$ cat src/rtl/area_bus_ctrl.sv
module area_bus_ctrl #(
  parameter int ADDR_W    = 24,
  parameter int NCS       = 4,
  parameter int BURST_LSB = 4
)(
  input  logic              clk,
  input  logic              rst_n,
  input  logic              cfg_we,
  input  logic [3:0]        cfg_addr,
  input  logic [3:0]        cfg_wdata,
  input  logic              req,
  input  logic              req_we,
  input  logic              req_wide,
  input  logic [ADDR_W-1:0] req_addr,
  input  logic [15:0]       req_wdata,
  output logic              rdy,
  output logic [15:0]       rdata,
  output logic [ADDR_W-1:0] ext_addr,
  output logic [NCS-1:0]    ext_cs_n,
  output logic              ext_rd_n,
  output logic              ext_wr_n,
  output logic [15:0]       ext_wdata,
  input  logic [15:0]       ext_rdata
);
  localparam int AREAS    = 8;
  localparam int AREA_LSB = ADDR_W - 3;
  localparam int PAGE_W   = ADDR_W - BURST_LSB;

  typedef enum logic [1:0] {S_IDLE, S_GAP, S_ACC} st_t;

  logic [AREAS-1:0] a_wide, a_long;
  logic [1:0]       a_wait [AREAS];
  logic             g_burst, g_burst2, g_gap_area, g_gap_turn;

  st_t              st;
  logic [2:0]       cnt;
  logic             first, two_pend;
  logic [ADDR_W-1:0] op_addr, cyc_addr;
  logic             op_we, op_split, op_bus16;
  logic [15:0]      op_wdata, cyc_wdata;
  logic [7:0]       hi_byte;
  logic             h_valid, h_read;
  logic [2:0]       h_area;
  logic [PAGE_W-1:0] h_page;

  always_ff @(posedge clk or negedge rst_n) begin
    if (!rst_n) begin
      a_wide     <= '1;
      a_long     <= '1;
      for (int i = 0; i < AREAS; i++) a_wait[i] <= 2'd3;
      g_burst    <= 1'b0;
      g_burst2   <= 1'b0;
      g_gap_area <= 1'b0;
      g_gap_turn <= 1'b0;
    end else if (cfg_we) begin
      if (!cfg_addr[3]) begin
        a_wide[cfg_addr[2:0]] <= cfg_wdata[0];
        a_long[cfg_addr[2:0]] <= cfg_wdata[1];
        a_wait[cfg_addr[2:0]] <= cfg_wdata[3:2];
      end else if (cfg_addr[2:0] == 3'd0) begin
        g_burst    <= cfg_wdata[0];
        g_burst2   <= cfg_wdata[1];
        g_gap_area <= cfg_wdata[2];
        g_gap_turn <= cfg_wdata[3];
      end
    end
  end

  wire [2:0] q_area   = req_addr[ADDR_W-1:AREA_LSB];
  wire       q_split  = req_wide && !a_wide[q_area];
  wire       need_gap = h_valid && h_read &&
                        (req_we ? g_gap_turn : (g_gap_area && h_area != q_area));
  wire       accept   = (st == S_IDLE) && req;

  logic              start, s_we, s_pend;
  logic [ADDR_W-1:0] s_addr;
  logic [15:0]       s_data;

  always_comb begin
    start  = 1'b0;
    s_addr = req_addr;
    s_we   = req_we;
    s_pend = 1'b0;
    s_data = req_wdata;
    case (st)
      S_IDLE: begin
        start  = req && !need_gap;
        s_pend = q_split;
        s_data = q_split ? {8'h00, req_wdata[15:8]} : req_wdata;
      end
      S_GAP: begin
        start  = 1'b1;
        s_addr = op_addr;
        s_we   = op_we;
        s_pend = op_split;
        s_data = op_split ? {8'h00, op_wdata[15:8]} : op_wdata;
      end
      S_ACC: begin
        start  = (cnt == 3'd0) && two_pend;
        s_addr = {op_addr[ADDR_W-1:1], 1'b1};
        s_we   = op_we;
        s_data = {8'h00, op_wdata[7:0]};
      end
      default: ;
    endcase
  end

  wire [2:0] s_area = s_addr[ADDR_W-1:AREA_LSB];
  wire       s_hit  = g_burst && !s_we && (s_area == 3'd0) && h_valid && h_read &&
                      (h_area == 3'd0) && (h_page == s_addr[ADDR_W-1:BURST_LSB]);
  wire [2:0] s_len  = s_hit ? (g_burst2 ? 3'd2 : 3'd1) :
                      a_long[s_area] ? 3'd3 + {1'b0, a_wait[s_area]} : 3'd2;

  always_ff @(posedge clk or negedge rst_n) begin
    if (!rst_n) begin
      st        <= S_IDLE;
      cnt       <= '0;
      first     <= 1'b0;
      two_pend  <= 1'b0;
      op_addr   <= '0;
      op_we     <= 1'b0;
      op_split  <= 1'b0;
      op_bus16  <= 1'b0;
      op_wdata  <= '0;
      cyc_addr  <= '0;
      cyc_wdata <= '0;
      hi_byte   <= '0;
      rdy       <= 1'b0;
      rdata     <= '0;
      h_valid   <= 1'b0;
      h_read    <= 1'b0;
      h_area    <= '0;
      h_page    <= '0;
    end else begin
      rdy <= 1'b0;
      if (accept) begin
        op_addr  <= req_addr;
        op_we    <= req_we;
        op_wdata <= req_wdata;
        op_split <= q_split;
        op_bus16 <= a_wide[q_area];
      end
      if (st == S_ACC && cnt == 3'd0 && two_pend) hi_byte <= ext_rdata[7:0];
      if (start) begin
        st        <= S_ACC;
        cnt       <= s_len - 3'd1;
        first     <= 1'b1;
        two_pend  <= s_pend;
        cyc_addr  <= s_addr;
        cyc_wdata <= s_data;
        h_valid   <= 1'b1;
        h_read    <= !s_we;
        h_area    <= s_area;
        h_page    <= s_addr[ADDR_W-1:BURST_LSB];
      end else if (accept) begin
        st <= S_GAP;
      end else if (st == S_ACC) begin
        first <= 1'b0;
        if (cnt != 3'd0) begin
          cnt <= cnt - 3'd1;
        end else begin
          st    <= S_IDLE;
          rdy   <= 1'b1;
          rdata <= op_split ? {hi_byte, ext_rdata[7:0]} :
                   op_bus16 ? ext_rdata : {8'h00, ext_rdata[7:0]};
        end
      end
    end
  end

  wire       in_acc   = (st == S_ACC);
  wire [2:0] cyc_area = cyc_addr[ADDR_W-1:AREA_LSB];
  wire       strobe   = in_acc && (!first || cnt == 3'd0);

  assign ext_addr  = cyc_addr;
  assign ext_wdata = cyc_wdata;
  assign ext_rd_n  = !(strobe && !op_we);
  assign ext_wr_n  = !(strobe && op_we);

  for (genvar i = 0; i < NCS; i++) begin : g_cs
    assign ext_cs_n[i] = !(in_acc && cyc_area == 3'(i));
  end
endmodule

$ cat config.mk
export PLATFORM = sky130hd
export DESIGN_NAME = area_bus_ctrl
export DESIGN_NICKNAME = d
export VERILOG_FILES = /design/src/rtl/area_bus_ctrl.sv
export SDC_FILE = /design/constraint.sdc
export NUM_CORES = 1
export LEC_CHECK = 0
export ABC_AREA = 1
export CAP_MARGIN = 10
export CELL_PAD_IN_SITES_DETAIL_PLACEMENT = 1
export CELL_PAD_IN_SITES_GLOBAL_PLACEMENT = 2
export CORE_ASPECT_RATIO = 0.9
export CORE_MARGIN = 2
export CORE_UTILIZATION = 33
export DETAILED_ROUTE_END_ITERATION = 10
export GPL_TIMING_DRIVEN = 0
export PLACE_DENSITY_LB_ADDON = 0.1
export SYNTH_ARGS = -nofsm -noshare
export SYNTH_HDL_FRONTEND = slang
export SYNTH_SLANG_ARGS = --single-unit
$ cat constraint.sdc
create_clock -name clk -period 4.2 [get_ports clk]
set_clock_uncertainty 0.05 [all_clocks]
set_input_delay 0.42 -clock clk [delete_from_list [all_inputs] [get_ports clk]]
set_output_delay 0.42 -clock clk [all_outputs]
set_load 0.1 [all_outputs]
==> results of run 1 <==
==> repair_timing <==
action,4_1_cts,5_1_grt
hold buffers,1,0
hold endpoints to repair,50,0
setup buffers,0,0
==> per-layer routing <==
| layer | GRT usage, % | share of wire, % |
|---|---|---|
| met1 | 29.9 | 48 |
| met2 | 34.9 | 47 |
| met3 | 3.76 | 3.6 |
| met4 | 5.92 | 1.3 |
| met5 | 0 | 0 |
==> logic make-up (layout without fill, tap and decap cells) <==
| kind of cell | Yosys count | after routing | synth area share, % |
|---|---|---|---|
| DFF | 153 | 153 | 50.8 |
| and+or+nand+nor | 491 | 491 | 26.7 |
| AOI/OAI and AO/OA | 180 | 180 | 13.4 |
| adders and majority gates | 6 | 6 | 0.985 |
| xor gates and xnor gates | 3 | 3 | 0.345 |
| buffers and inverters | 135 | 299 | 7.85 |
==> worst register-to-register path, cell delays in order (launching register included) <==
cell and delay [ps]:
sky130_fd_sc_hd__dfrtp_1 440, sky130_fd_sc_hd__inv_1 90, sky130_fd_sc_hd__ha_1 330, sky130_fd_sc_hd__buf_4 190, sky130_fd_sc_hd__nor2_1 180, sky130_fd_sc_hd__inv_1 110
sky130_fd_sc_hd__nand2_4 110, sky130_fd_sc_hd__buf_6 140, sky130_fd_sc_hd__a21oi_1 70, sky130_fd_sc_hd__o21ai_0 70, sky130_fd_sc_hd__o21ai_0 90, sky130_fd_sc_hd__o21ai_0 360
sky130_fd_sc_hd__ha_1 310, sky130_fd_sc_hd__nand2_1 70, sky130_fd_sc_hd__nand2_1 50, sky130_fd_sc_hd__nand3_1 70, sky130_fd_sc_hd__o21ai_0 90, sky130_fd_sc_hd__ha_1 240
sky130_fd_sc_hd__inv_1 60, sky130_fd_sc_hd__nand3_1 70, sky130_fd_sc_hd__nand3_1 80, sky130_fd_sc_hd__nand2_1 40
==> worst paths after layout <==
kind / to / cells after the start / slack (ps)
min in group asynchronous: ext_addr[12] / 2 / 420
worst max register to register: cnt[2] / 21 / 770
worst min register to register: hi_byte[2] / 2 / 430
worst min-delay path: op_addr[22] / 3 / 310
worst max-delay path: cnt[2] / 21 / 770
max in group asynchronous: cnt[2] / 3 / 2750
==> synth_stat cells (2+ instances only) <==
library cell	number
sky130_fd_sc_hd__a21oi_1	23
sky130_fd_sc_hd__a22oi_1	3
sky130_fd_sc_hd__a31oi_1	18
sky130_fd_sc_hd__a32oi_1	14
sky130_fd_sc_hd__buf_1	3
sky130_fd_sc_hd__buf_2	12
sky130_fd_sc_hd__buf_4	9
sky130_fd_sc_hd__buf_6	5
sky130_fd_sc_hd__clkbuf_1	13
sky130_fd_sc_hd__dfrtp_1	121
sky130_fd_sc_hd__dfstp_2	32
sky130_fd_sc_hd__ha_1	6
sky130_fd_sc_hd__inv_1	84
sky130_fd_sc_hd__inv_2	6
sky130_fd_sc_hd__nand2_1	345
sky130_fd_sc_hd__nand2_2	4
sky130_fd_sc_hd__nand2_4	5
sky130_fd_sc_hd__nand3_1	59
sky130_fd_sc_hd__nand4_1	5
sky130_fd_sc_hd__nor2_1	59
sky130_fd_sc_hd__nor2_2	4
sky130_fd_sc_hd__nor2_4	2
sky130_fd_sc_hd__nor3_1	4
sky130_fd_sc_hd__o211ai_1	11
sky130_fd_sc_hd__o21ai_0	92
sky130_fd_sc_hd__o21ai_1	16
sky130_fd_sc_hd__xnor2_1	3
==> layout make-up <==
type | count | area [sq um]
buffer | 43 | 249
clock buffer | 18 | 429
clock inverter | 14 | 114
fill | 2750 | 12700
inverter | 92 | 349
multi-input combinational | 680 | 3160
sequential | 153 | 3870
tap | 297 | 372
timing repair buffer | 132 | 1340
==> flip-flops by register name, summed over array words and instances, names as in the netlist, 2 cells and up <==
register   cells
ext_addr      24
op_addr       24
a_wait        16
ext_wdata     16
op_wdata      16
rdata         16
a_long         8
a_wide         8
hi_byte        8
cnt            3
st             2
==> cell usage in the layout, fill, tap and decap left out, types with 6 or more instances in the layout <==
cell,Yosys,layout
sky130_fd_sc_hd__a21oi_1,23,23
sky130_fd_sc_hd__inv_1,84,84
sky130_fd_sc_hd__a31oi_1,18,18
sky130_fd_sc_hd__buf_4,9,9
sky130_fd_sc_hd__o211ai_1,11,11
sky130_fd_sc_hd__o21ai_0,92,92
sky130_fd_sc_hd__ha_1,6,6
sky130_fd_sc_hd__buf_2,12,12
sky130_fd_sc_hd__nand3_1,59,59
sky130_fd_sc_hd__dfstp_2,32,32
sky130_fd_sc_hd__dfrtp_1,121,121
sky130_fd_sc_hd__o21ai_1,16,16
sky130_fd_sc_hd__inv_2,6,6
sky130_fd_sc_hd__nand2_1,345,345
sky130_fd_sc_hd__clkbuf_16,0,17
sky130_fd_sc_hd__clkbuf_1,13,14
sky130_fd_sc_hd__nor2_1,59,59
sky130_fd_sc_hd__clkdlybuf4s50_1,0,129
sky130_fd_sc_hd__inv_6,0,6
sky130_fd_sc_hd__a32oi_1,14,14
==> stage by stage <==
stage          utilization, %  cells  setup TNS [ps]  hold WS [ps]
2_1_floorplan               -    968               0          74.4
3_3_place_gp             41.2   1395         -560870           406
3_5_place_dp             41.3   1396               0           308
4_1_cts                  43.8   1429               0           290
5_1_grt                  43.8   1429               0           319
6_report                 43.8   1429               0           307
==> impl_summary.md, run 1 <==
Clock tree
The sink count of the clock tree is ~150. TritonCTS built the clock tree. The clock passes through at most 2 buffers.

For the worst-skew pair, the clock arrives at the later sink with an insertion delay of between 400 and 500 ps. The number of buffers created by CTS is 17. The root buffer cell is sky130_fd_sc_hd__clkbuf_16. The clock edge transition at the registers on the reported setup and hold paths is around 60 ps. The post-cts gate resize count is 0. CTS built an H-tree with a depth of 4.

STA
The final critical path takes up approximately four fifths of the cycle. For the pin with the worst max-slew slack, the measured transition is between 1000 and 1500 ps. The relative max-transition margin is a little over a fifth. The final setup violation count is 0. The final hold violation count is 0.

The shortest period the worst path allows is between 3000 and 4000 ps. The final max-slew violation count is 0. The final worst-path setup slack is around 770 ps. Setup repair after global routing left no endpoint under its margin. The maximum clock rate is a little under 0.3 GHz.

Global routing
The combined global-route utilization of all metal layers is 21.6%. The final global-route overflow total is 0. The first global-routing pass estimated between 40000 and 50000 microns of wire. The number of antenna violations at the first check in global routing is 0. The number of global-route vias before repair is approximately 7300. Entering global routing, the biggest net connects 104 pins.

Yosys
The synthesized cell area is 7620 sq um. After synthesis, flip-flops and latches occupy approximately half of the total area. The number of synthesized flops with an enable pin is 0. The number of library cell types mapped by synthesis is 37.

The cell type with the largest total area after synthesis is sky130_fd_sc_hd__dfrtp_1. The average instance in the mapped netlist occupies roughly 7.9 sq um. The synthesized design devotes to its leading area cell type around two fifths of total area. Sorting the synthesized cells by area gives the leading types as sky130_fd_sc_hd__dfrtp_1 40%, sky130_fd_sc_hd__nand2_1 17%, sky130_fd_sc_hd__dfstp_2 11%. The number of nets handed over by synthesis was between 1000 and 1500. For this run, the leading register cell type out of synthesis is sky130_fd_sc_hd__dfrtp_1. The count of yosys warnings during synthesis is 0. Synthesis inferred 153 register bits.

In the synthesized netlist, the number of instances is between 900 and 1000. The proportion of register bits with asynchronous set or reset after synthesis is 100%.

Floorplanning
Row generation in the floorplan step produced 52 rows. The die boundary width is 164 microns. The count of boundary I/O pins is approximately 130. The vertical die dimension is approximately 150 microns. The die covers about 24000 sq um. The starting density of the core is about a third.

The total core area is ~23000 sq um.

Status
The flow ran to the end, and the final reports show no timing, DRC or antenna violations.

Final layout
The antenna diode instance count is 0. Compared with the post-synthesis result, the final layout area differs by 29.6%. Summing all non-filler instances in the final layout gives an area of between 9000 and 10000 sq um. The share of cells above drive strength 1 is roughly a tenth.

The layout net count is roughly 1200.

Critical path
The worst setup path is of the flip-flop to flip-flop kind. The most numerous cell type found on the critical path is sky130_fd_sc_hd__o21ai_0. The worst setup path is launched from a flip-flop. The largest fanout of any net on the critical path is 10. The signal on the critical path passes through inv_1, ha_1, buf_4, nor2_1, inv_1, nand2_4, buf_6, a21oi_1, o21ai_0, o21ai_0, o21ai_0, ha_1, nand2_1, nand2_1, nand3_1, o21ai_0, ha_1, inv_1, nand3_1, nand3_1, nand2_1. The worst register-to-register path begins at st[0]. The nature of the critical path endpoint is a flip-flop.

Among all stages on the critical path, the largest delay is contributed by sky130_fd_sc_hd__dfrtp_1. The data required time of the worst path is roughly 4500 ps. The highest cell delay on the worst timing path is 440 ps. Data arrives at the worst endpoint at 3710 ps. The launching instance or port of the critical path is st[0]. The worst path buffer plus inverter count is 5. Grouping stages by cell kind, the critical path spends the most delay in adder cells.

Route
The count of antenna-violating nets left after detailed routing is 0. Dividing the detail-routed via count by the number of cells gives approximately 4.9. The per-cell routed wire length is 17.5 microns. Before antenna repair, the detailed router went through 5 iterations. The routed wire length is between 20000 and 30000 microns. The routed layout has between 7000 and 8000 vias. After detailed routing, the number of remaining DRC violations is 0. The number of DRC markers after the initial detailed-route iteration is between 300 and 400.

Min path
The startpoint identified for the worst hold timing path is req_addr[22]. The worst min-delay path category is primary input to flip-flop.

Placed design
The standard cell area after detailed placement is between 9000 and 10000 sq um. Input and output buffers added on the ports amount to 130. At the placement stage, the worst setup path has a slack of 746 ps.

The final weighted congestion in routability-driven placement is around 0.75. The HPWL after detailed placement is around 18000 microns.

Job
Max-cap violations in this run came to 0.
Power of run 1 is not shown: default switching activity piles up to over one toggle a cycle in this logic, so the estimate is an artifact.
==> run 2, diff against run 1 <==
CORE_UTILIZATION = 31   (was 33)
clock period = 3.37 ns   (was 4.2 ns; I/O delays follow)
==> run 2 against run 1 <==
Compared with the run above: cell count rose by 1.2%; highest routed layer unchanged; setup slack got worse by 530 ps; count of clock-buffer cells in the layout did not move; sequential cell count did not move; register-to-register slack got worse by 530 ps; worst hold slack got worse by 110 ps; via count fell by 0.41%.
==> impl_summary.md, run 2 (same netlist as run 1, synthesis figures left out) <==
Critical path
The largest fanout of any net on the critical path came to 10 (unchanged). The last element of the critical path is cnt[2]. The type of the setup path with the least slack is flip-flop to flip-flop. The count of cells along the worst register-to-register path is 22 (+4.8%). In this run the critical register-to-register path is launched from st[0].

STA classifies the critical path endpoint as a flip-flop. STA classifies the critical path startpoint as a flip-flop. The data required time of the worst path is 3640 ps (-840 ps).

The launching instance or port of the critical path is st[0]. The critical path arrival is 3390 ps (-320 ps). The critical register-to-register path endpoint is cnt[2]. The register-to-register setup slack is 240 ps (-530 ps).

Route
The count of antenna-violating nets left after detailed routing is 0 (unchanged). The number of vias in the routed layout is 7003 (-0.41%). The detailed-router iteration count before antenna repair is 4 (-1). The number of DRC markers after the initial detailed-route iteration was 342 (-8.1%). The per-cell routed wire length is 17.6 microns (+0.36%). The number of remaining DRC errors is 0 (unchanged).

The routed wire length is 25400 microns (+1.6%). The detail-routed via count per cell is 4.84 (-1.6%).

STA
The final max-slew violation count is 0 (unchanged). The final hold violation count is 0 (unchanged). The shortest period the worst path allows is 3130 ps (-301 ps). The maximum clock rate is 0.320 GHz (+9.6%).

The period utilization is 92.7% (+11 points). The relative max-transition margin is 32.4% (+11 points). The slew at the pin closest to its max-slew limit was 1010 ps (-164 ps). The final setup violation count came to 0 (unchanged).

Global routing
The final global-route overflow total was 0 (unchanged). The number of global-route vias before repair is 7176 (-1.9%). The number of antenna violations at the first check in global routing is 0 (unchanged).

The global-route wire length before repair is 40800 microns (+1.4%). The largest net degree at the start of global routing is 112 (+7.7%). The combined global-route utilization of all metal layers is 20.4% (-1.2 points).

Final layout
The fill cell total of the finished layout was 2928 (+6.5%). In the layout the commonest cells are 345 x sky130_fd_sc_hd__nand2_1, 129 x sky130_fd_sc_hd__clkdlybuf4s50_1, 120 x sky130_fd_sc_hd__dfrtp_1. The share of cells above drive strength 1 was 11.3% (+0.91 points). The antenna diode instance count came to 0 (unchanged). Leaving out fill and tap cells, the most frequent cell in the layout is sky130_fd_sc_hd__nand2_1. The sequential cell area in the final layout was 3870 sq um (about the same). The multi-input gate area in the final layout is 3180 sq um (+0.91%). The final non-filler cell area was 10000 sq um (+1.3%).

Relative to the synthesized area, the layout overhead comes to 31.3%. The layout net count was 1201 (+0.50%).

Clock tree
TritonCTS built the clock tree. The clock edge transition at the registers on the reported setup and hold paths came to 70 ps (about the same). The maximum clock insertion buffer count is 2 (unchanged).

The insertion delay of the later-clocked pin in the worst-skew pair is 440 ps (about the same). The H-tree depth reported by CTS is 4 (unchanged). The number of buffers created by CTS is 17 (unchanged). The sink count of the clock tree was 153 (unchanged). The tree is rooted in a sky130_fd_sc_hd__clkbuf_16.

Floorplanning
The starting density of the core is 31.5% (-2.2 points). The floorplan die area is 25900 sq um (+6.3%). The total core area is 24200 sq um (+7.1%). The vertical die dimension is 153 microns (+3.1%). The count of boundary I/O pins was 133 (unchanged).

The number of rows created at floorplan is 54 (+3.8%). The die boundary width is 169 microns (+3.1%).

Placed design
The number of buffers inserted by port buffering came to 130 (unchanged). The final weighted congestion in routability-driven placement was 0.742 (-1.6%). The standard cell area after detailed placement came to 9340 sq um (+0.15%). The post-DP HPWL is 17900 microns (+0.22%).

Min path
The worst hold path belongs to the class primary input to flip-flop.

Job
The number of max-cap violations is 0 (unchanged).

Status
The flow ran to the end, and the final reports show no timing, DRC or antenna violations.
-- run 2: layout make-up --
cell class                      count  share of cell area [%]
Multi-Input combinational cell    680                    31.8
Inverter                           92                    3.54
Clock buffer                       18                    4.39
Tap cell                          308                    3.85
Clock inverter                     14                    1.14
Buffer                             43                    2.70
Timing Repair Buffer              138                    13.9
Sequential cell                   153                    38.7
-- run 2: worst max-delay path, cell delays in order (launching register included) --
cell and delay [ps]:
sky130_fd_sc_hd__dfrtp_2 420, sky130_fd_sc_hd__inv_1 80, sky130_fd_sc_hd__ha_1 330, sky130_fd_sc_hd__buf_6 150, sky130_fd_sc_hd__buf_4 140, sky130_fd_sc_hd__buf_4 180, sky130_fd_sc_hd__nand2_1 70, sky130_fd_sc_hd__inv_1 30
sky130_fd_sc_hd__nand2_1 70, sky130_fd_sc_hd__nand2_1 70, sky130_fd_sc_hd__nand2_1 70, sky130_fd_sc_hd__nand3_1 120, sky130_fd_sc_hd__nor2_1 280, sky130_fd_sc_hd__nand3_2 170, sky130_fd_sc_hd__nand2_1 100, sky130_fd_sc_hd__nand3_1 100
sky130_fd_sc_hd__nand2_1 80, sky130_fd_sc_hd__inv_1 40, sky130_fd_sc_hd__ha_1 190, sky130_fd_sc_hd__inv_1 60, sky130_fd_sc_hd__nand3_1 70, sky130_fd_sc_hd__nand3_1 80, sky130_fd_sc_hd__nand2_1 50
-- run 2: timing repair --
item / in CTS / in global routing
pin swaps: 0 / 2
endpoints found under the setup margin: 1 / 2
buffers inserted: 0 / 6
hold buffers: 1 / 0
resized for setup: 1 / 17
hold endpoints to repair: 28 / 0
-- run 2: how the worst min path moves through the flow --
stage,start,end,slack [ps],cells past startpoint
5_1_grt,req_addr[22],op_addr[22],210,3
6_report,req_addr[22],op_addr[22],200,3
4_1_cts,req_addr[22],op_addr[22],190,3
3_3_place_gp,op_addr[6],op_addr[6],410,2
2_1_floorplan,rst_n,cnt[0],-9,0
3_5_place_dp,rst_n,ext_addr[21],220,1
-- run 2: metrics by stage --
| stage | TNS, ps | hold WS (ps) | instances | setup WS (ps) | utilization (%) |
|---|---|---|---|---|---|
| floorplan | 0 | -8.59 | 968 | 594 | - |
| global placement | -698490 | 413 | 1406 | -5040 | 38.5 |
| detailed placement | -41.1 | 222 | 1407 | -41.1 | 38.6 |
| CTS | 0 | 191 | 1440 | 29.1 | 40.9 |
| global route | -27.5 | 208 | 1446 | -27.5 | 41.4 |
| finish | 0 | 198 | 1446 | 245 | 41.4 |
-- run 2: layer usage --
layer | track usage (%) | wire, microns | share of wire, %
met5 | 0 | 0 | 0
met4 | 4.48 | 227 | 0.89
met3 | 3.35 | 790 | 3.1
met1 | 29.2 | 12500 | 49
met2 | 32.4 | 11900 | 47
Power of run 2 is left out for the same reason.
